File: src/rtl/regbank_pkg.sv
package regbank_pkg;
    localparam int DW      = 8;
    localparam int NREGS   = 16;
    localparam int AW      = $clog2(NREGS);
    localparam logic [DW-1:0] SEL_BASE = 8'h30;

    typedef logic [DW-1:0] byte_t;
    typedef logic [AW-1:0] idx_t;

    typedef struct packed {
        logic valid;
        idx_t idx;
    } sel_t;

    typedef enum logic [1:0] {
        PRI_IDLE  = 2'd0,
        PRI_READ  = 2'd1,
        PRI_WRITE = 2'd2
    } pri_op_e;

    function automatic logic addr_hits(input byte_t v);
        return v[DW-1:AW] == SEL_BASE[DW-1:AW];
    endfunction

    function automatic idx_t pair_even(input idx_t a);
        return {a[AW-1:1], 1'b0};
    endfunction

    function automatic idx_t pair_odd(input idx_t a);
        return {a[AW-1:1], 1'b1};
    endfunction
endpackage

File: src/rtl/regbank_select.sv
module regbank_select
    import regbank_pkg::*;
(
    input  logic  clk,
    input  logic  rst,
    input  logic  sel_cmd,
    input  byte_t bus_in,
    output sel_t  sel_q
);
    always_ff @(posedge clk) begin
        if (rst) begin
            sel_q <= '0;
        end else if (sel_cmd) begin
            sel_q.valid <= addr_hits(bus_in);
            sel_q.idx   <= bus_in[AW-1:0];
        end
    end


    sel_hold_chk: assert property (@(posedge clk) disable iff (rst)
        !sel_cmd |=> $stable(sel_q));


    sel_take_chk: assert property (@(posedge clk) disable iff (rst)
        (sel_cmd && bus_in[DW-1:AW] == SEL_BASE[DW-1:AW])
        |=> (sel_q.valid && sel_q.idx == $past(bus_in[AW-1:0])));


    sel_drop_chk: assert property (@(posedge clk) disable iff (rst)
        (sel_cmd && bus_in[DW-1:AW] != SEL_BASE[DW-1:AW]) |=> !sel_q.valid);
endmodule

File: src/rtl/regbank_store.sv
module regbank_store
    import regbank_pkg::*;
#(
    parameter int N = NREGS
) (
    input  logic  clk,
    input  logic  rst,
    input  logic  we_hi,
    input  idx_t  idx_hi,
    input  byte_t d_hi,
    input  logic  we_lo,
    input  idx_t  idx_lo,
    input  byte_t d_lo,
    input  logic  sec_we,
    input  idx_t  sec_idx,
    input  byte_t sec_d,
    output logic [N-1:0][DW-1:0] q
);
    for (genvar g = 0; g < N; g++) begin : g_reg
        always_ff @(posedge clk) begin
            if (rst)
                q[g] <= '0;
            else if (we_hi && idx_hi == AW'(g))
                q[g] <= d_hi;
            else if (we_lo && idx_lo == AW'(g))
                q[g] <= d_lo;
            else if (sec_we && sec_idx == AW'(g))
                q[g] <= sec_d;
        end
    end


    pri_lo_store_chk: assert property (@(posedge clk) disable iff (rst)
        we_lo |=> q[$past(idx_lo)] == $past(d_lo));


    pri_wins_chk: assert property (@(posedge clk) disable iff (rst)
        (sec_we && we_lo && sec_idx == idx_lo) |=> q[$past(sec_idx)] == $past(d_lo));


    sec_store_chk: assert property (@(posedge clk) disable iff (rst)
        (sec_we && !we_lo && !we_hi) |=> q[$past(sec_idx)] == $past(sec_d));
endmodule

File: src/rtl/regbank_pri_port.sv
module regbank_pri_port
    import regbank_pkg::*;
#(
    parameter int N = NREGS
) (
    input  logic          pio_n,
    input  logic          dma_n,
    input  logic          rd,
    input  logic          strobe,
    input  logic          byte_mode,
    input  idx_t          addr,
    input  logic [2*DW-1:0] din,
    input  logic [N-1:0][DW-1:0] q,
    output logic          we_hi,
    output idx_t          idx_hi,
    output byte_t         d_hi,
    output logic          we_lo,
    output idx_t          idx_lo,
    output byte_t         d_lo,
    output logic [2*DW-1:0] dout,
    output logic          oe
);
    pri_op_e op;

    always_comb begin
        if (pio_n && dma_n) op = PRI_IDLE;
        else if (rd)        op = PRI_READ;
        else                op = PRI_WRITE;
    end

    always_comb begin
        we_lo  = (op == PRI_WRITE) && strobe;
        we_hi  = we_lo && !byte_mode;
        idx_hi = pair_even(addr);
        idx_lo = byte_mode ? addr : pair_odd(addr);
        d_hi   = din[2*DW-1:DW];
        d_lo   = din[DW-1:0];
        oe     = (op == PRI_READ);
        if (byte_mode) dout = {{DW{1'b0}}, q[addr]};
        else           dout = {q[pair_even(addr)], q[pair_odd(addr)]};
    end
endmodule

File: src/rtl/dual_port_reg_bank.sv
module dual_port_reg_bank
    import regbank_pkg::*;
(
    input  logic        clk,
    input  logic        rst,
    input  logic        sec_en_n,
    input  logic        sec_sel,
    input  logic        sec_wr,
    input  logic [7:0]  sec_din,
    output logic [7:0]  sec_dout,
    output logic        sec_oe,
    input  logic        pri_pio_n,
    input  logic        pri_dma_n,
    input  logic        pri_rd,
    input  logic        pri_strobe,
    input  logic        pri_byte,
    input  logic [3:0]  pri_addr,
    input  logic [15:0] pri_din,
    output logic [15:0] pri_dout,
    output logic        pri_oe
);
    sel_t  sel_q;
    logic  sel_cmd, wr_cmd;
    logic [NREGS-1:0][DW-1:0] q;
    logic  we_hi, we_lo;
    idx_t  idx_hi, idx_lo;
    byte_t d_hi, d_lo;

    assign sel_cmd  = !sec_en_n && sec_sel && !sec_wr;
    assign wr_cmd   = !sec_en_n && sec_wr && !sec_sel && sel_q.valid;
    assign sec_oe   = !sec_en_n && !sec_sel && !sec_wr && sel_q.valid;
    assign sec_dout = q[sel_q.idx];

    regbank_select u_sel (
        .clk(clk), .rst(rst), .sel_cmd(sel_cmd), .bus_in(sec_din), .sel_q(sel_q)
    );

    regbank_pri_port #(.N(NREGS)) u_pri (
        .pio_n(pri_pio_n), .dma_n(pri_dma_n), .rd(pri_rd), .strobe(pri_strobe),
        .byte_mode(pri_byte), .addr(pri_addr), .din(pri_din), .q(q),
        .we_hi(we_hi), .idx_hi(idx_hi), .d_hi(d_hi),
        .we_lo(we_lo), .idx_lo(idx_lo), .d_lo(d_lo),
        .dout(pri_dout), .oe(pri_oe)
    );

    regbank_store #(.N(NREGS)) u_store (
        .clk(clk), .rst(rst),
        .we_hi(we_hi), .idx_hi(idx_hi), .d_hi(d_hi),
        .we_lo(we_lo), .idx_lo(idx_lo), .d_lo(d_lo),
        .sec_we(wr_cmd), .sec_idx(sel_q.idx), .sec_d(sec_din), .q(q)
    );


    byte_read_upper_zero_chk: assert property (@(posedge clk) disable iff (rst)
        (pri_oe && pri_byte) |-> pri_dout[15:8] == 8'h00);


    pri_idle_quiet_chk: assert property (@(posedge clk) disable iff (rst)
        (pri_pio_n && pri_dma_n) |-> !pri_oe);
endmodule

File: config.mk
export PLATFORM = sky130hd
export DESIGN_NAME = dual_port_reg_bank
export DESIGN_NICKNAME = d
export VERILOG_FILES = /design/src/rtl/regbank_pkg.sv /design/src/rtl/regbank_select.sv /design/src/rtl/regbank_store.sv /design/src/rtl/regbank_pri_port.sv /design/src/rtl/dual_port_reg_bank.sv
export SDC_FILE = /design/constraint.sdc
export NUM_CORES = 1
export LEC_CHECK = 0
export ABC_AREA = 1
export BUFFER_PORTS_ARGS = -buffer_cell sky130_fd_sc_hd__buf_2
export CAP_MARGIN = 10
export CORE_MARGIN = 2
export CORE_UTILIZATION = 35
export CTS_BUF_LIST = sky130_fd_sc_hd__clkbuf_16
export DETAILED_ROUTE_END_ITERATION = 10
export GPL_ROUTABILITY_DRIVEN = 1
export HOLD_SLACK_MARGIN = 0.03
export PLACE_DENSITY = 0.65
export SYNTH_ARGS = -nofsm -noshare
export SYNTH_HDL_FRONTEND = slang
export SYNTH_SLANG_ARGS = --single-unit
File: constraint.sdc
create_clock -name clk -period 2.04 [get_ports clk]
set_clock_uncertainty 0.2 [all_clocks]
set_input_delay 0.408 -clock clk [delete_from_list [all_inputs] [get_ports clk]]
set_output_delay 0.408 -clock clk [all_outputs]
set_load 0.005 [all_outputs]
==> results.toml <==
[yosys]
leading_cell_type_by_number_of_instances_after_synthesis = "nand2_1"
ys_top_cells_by_area = "dfxtp_1 28%, nand2_1 19%, nand3_1 8.9%"
ys_async_sr_fraction_pct = 0
synth_edf_count = 0
synth_ff_type = "dfxtp_1"
syn-mean-instance-area_um2 = 5.861
synth_cells = 1617
most_numerous_cell_types_in_the_synthesized_netlist = "480 x nand2_1, 192 x nor2_1, 169 x nand3_1"
syn_area_mm2 = 0.009478
post-synth-top-area-cell = "dfxtp_1"
synth-seq-area-share_pct = 28.09
syn_warnings = 0
post_synthesis_register_bit_count = 133
synth_top_cell_area_share_pct = 28.09
synth.net_count = 1655
synth.lib_cells_used.distinct = 30

[run_status]
failing_checks = "setup timing"
status = "complete, but fails checks"

[route]
postRouteWirelength_um = 48770
vias = 12430
first_iteration_detailed_routing_drc_count = 1443
detail_route.vias_per_cell = 5.752
drt.antenna.violating_nets = 0
drt_drc_violations_left = 0
wl_per_cell_um = 22.57
detail_route.first_pass.iterations = 6

[setup_path]
start_kind = "flop"
worst_path_max_delay_cell = "dfxtp_2"
path_class = "reg2out"
path_cells = "buf_6 > nor2_4 > buf_12 > buf_6 > a22oi_2 > nand2_1 > nand2_2 > nand4_1 > buf_2"
path_max_fanout = 10
worst-endpoint-arrival_ps = 1930
critPathRequiredTime_ps = 1430
critical_path.most_common_cell = "buf_6"
critPathCaptureType = "output port"
rr_worst_depth = 8
critical-path-max-stage-delay_ps = 340

[cts]
clkLatencyLatePin_ps = 430
path_clk_slew_ps = 70
tritoncts_clock_tree = "built"
cts_sinks = 133
cts.path.max_buffers = 2
cts_stage_hold_buffer_count = 0
cts-htree-levels = 4
cts_made_buffers = 17
master_cell_of_the_clock_root_buffer = "clkbuf_16"

[floorplan]
boundaryPins = 64
start_util_pct = 35.36
num_rows = 60
core_region_area_mm2 = 0.02680
die-area_mm2 = 0.02841
dieWidth_um = 168.6
die-height_um = 168.6

[pwr]
total_leakage_power_uw = 0.005691
sequentialPowerShare_pct = 37.0
p_per_area_mw_per_mm2 = 569.4
internal_power_uw = 5058
p_clk_share_pct = 45.3
worst_ir_drop_vdd_mv = 0.5183
swShare_pct = 31.01
switchingPower_uw = 2273
combPwrFrac_pct = 17.8
finalPower_uw = 7332

[finish]
post_route_cells_drive_above_1_share_pct = 24.95
design.final.nets = 1845
layout-area-overhead-vs-synth_pct = 35.85
diodes = 0

[placement]
port_buffers = 63
place.gp.congestion = 1.006
dp_slack_ps = -247.9
dp.final_hpwl_um = 35990

[timing]
slew_viol_final = 0
min_period_over_period_pct = 124.3
slew_at_the_pin_closest_to_its_max_slew_limit_ps = 530.3
hold_violations = 0
fin_ws_ps = -496.6
achievable-frequency_ghz = 0.3942
relSlewSlack_pct = 64.61
layout_min_cycle_time_ps = 2537
grt_setup_unrepaired = "yes"
setup_viol_count_final = 24

[hold_path]
min_path_type = "in2reg"
number_of_instances_on_the_worst_hold_path = 3

[global_route]
grt_usage_pct = 33.72
grt_pass1_wl_um = 71210
antenna_violations_before_repair = 0
grt_remaining_overflow = 0
vias_in_the_first_global_route = 11313
grt_start_max_net_pins = 78

[run]
max-cap-violations = 0
-- per-stage QoR --
stage          cells  area, µm²  hold slack, ps  utilization [%]  TNS, ps
2_1_floorplan   1617       9484           256.3                -  -0.2056
3_3_place_gp    2106      11350           282.2            42.37    -6103
3_5_place_dp    2106      11350           287.6            42.37    -7142
4_1_cts         2156      12570           170.5            46.91    -6004
5_1_grt         2161      12880           226.8            48.04    -7634
6_report        2161      12880           175.6            48.04    -6547
-- cell usage in the layout, fill, tap and decap left out, types with 30 or more instances in the layout --
cell | netlist | layout
nand2_2 | 7 | 30
inv_1 | 95 | 89
a21oi_1 | 93 | 88
buf_2 | 16 | 57
o21ai_0 | 161 | 143
a22oi_2 | 0 | 41
nand3_1 | 169 | 153
nor2_1 | 192 | 189
nand2_1 | 480 | 452
o21ai_1 | 23 | 39
buf_4 | 10 | 149
dfxtp_1 | 133 | 131
-- cell families (layout without fill, tap and decap cells) --
family	Yosys count	after routing	synth area share, %
simple gates	922	922	42.17
compound gates	357	357	20.86
buf+inv	205	408	8.884
flops	133	133	28.09
-- registers in the layout (all words and copies together) (netlist names) --
signal,flops
u_sel.sel_q,5
u_store.q,128
-- power groups by stage --
stage	registers, µW	logic [µW]	clock network, µW
after floorplan	2720	529	0
after global placement	2760	1090	0
after global routing	2710	1370	3430
after CTS	2700	1210	3320
final	2710	1300	3320
after detailed placement	2760	1100	0
-- timing repair --
action / in CTS / in global routing
setup endpoints to repair: 29 / 45
pin swaps: 46 / 44
buffers inserted: 14 / 6
cloned: 4 / 2
gates resized for setup: 117 / 70
-- critical path, delay by kind of cell, from the launching register on --
| kind | cells | cell delay [ps] |
|---|---|---|
| compound gates | 1 | 160 |
| flops | 1 | 340 |
| buf+inv | 4 | 590 |
| simple gates | 4 | 390 |
-- layout make-up --
class	count	area, µm²
Clock buffer	17	425.4
Clock inverter	15	180.2
Inverter	118	461.7
Timing Repair Buffer	257	2246
Sequential cell	133	2668
Multi-Input combinational cell	1279	6461
Tap cell	341	426.7
Fill cell	2757	13920
Timing Repair inverter	1	7.507
-- metal layers --
layer  vias up  wire length (µm)  GRT usage [%]
met5         -                 0              0
met4         0              3130          17.39
met3       160              4531          6.149
met2       773             21170          52.89
met1      5729             19940          44.36
li1       5768                 -              -
-- worst paths after layout --
path	start	to	slack (ps)
min	sec_din[3]	u_sel.sel_q[3]	180
min reg2reg	u_store.q[127]	u_store.q[127]	300
max	u_sel.sel_q[1]	sec_dout[2]	-500
max reg2reg	u_sel.sel_q[3]	u_store.q[37]	120
Power figures use the tool's default switching activity.
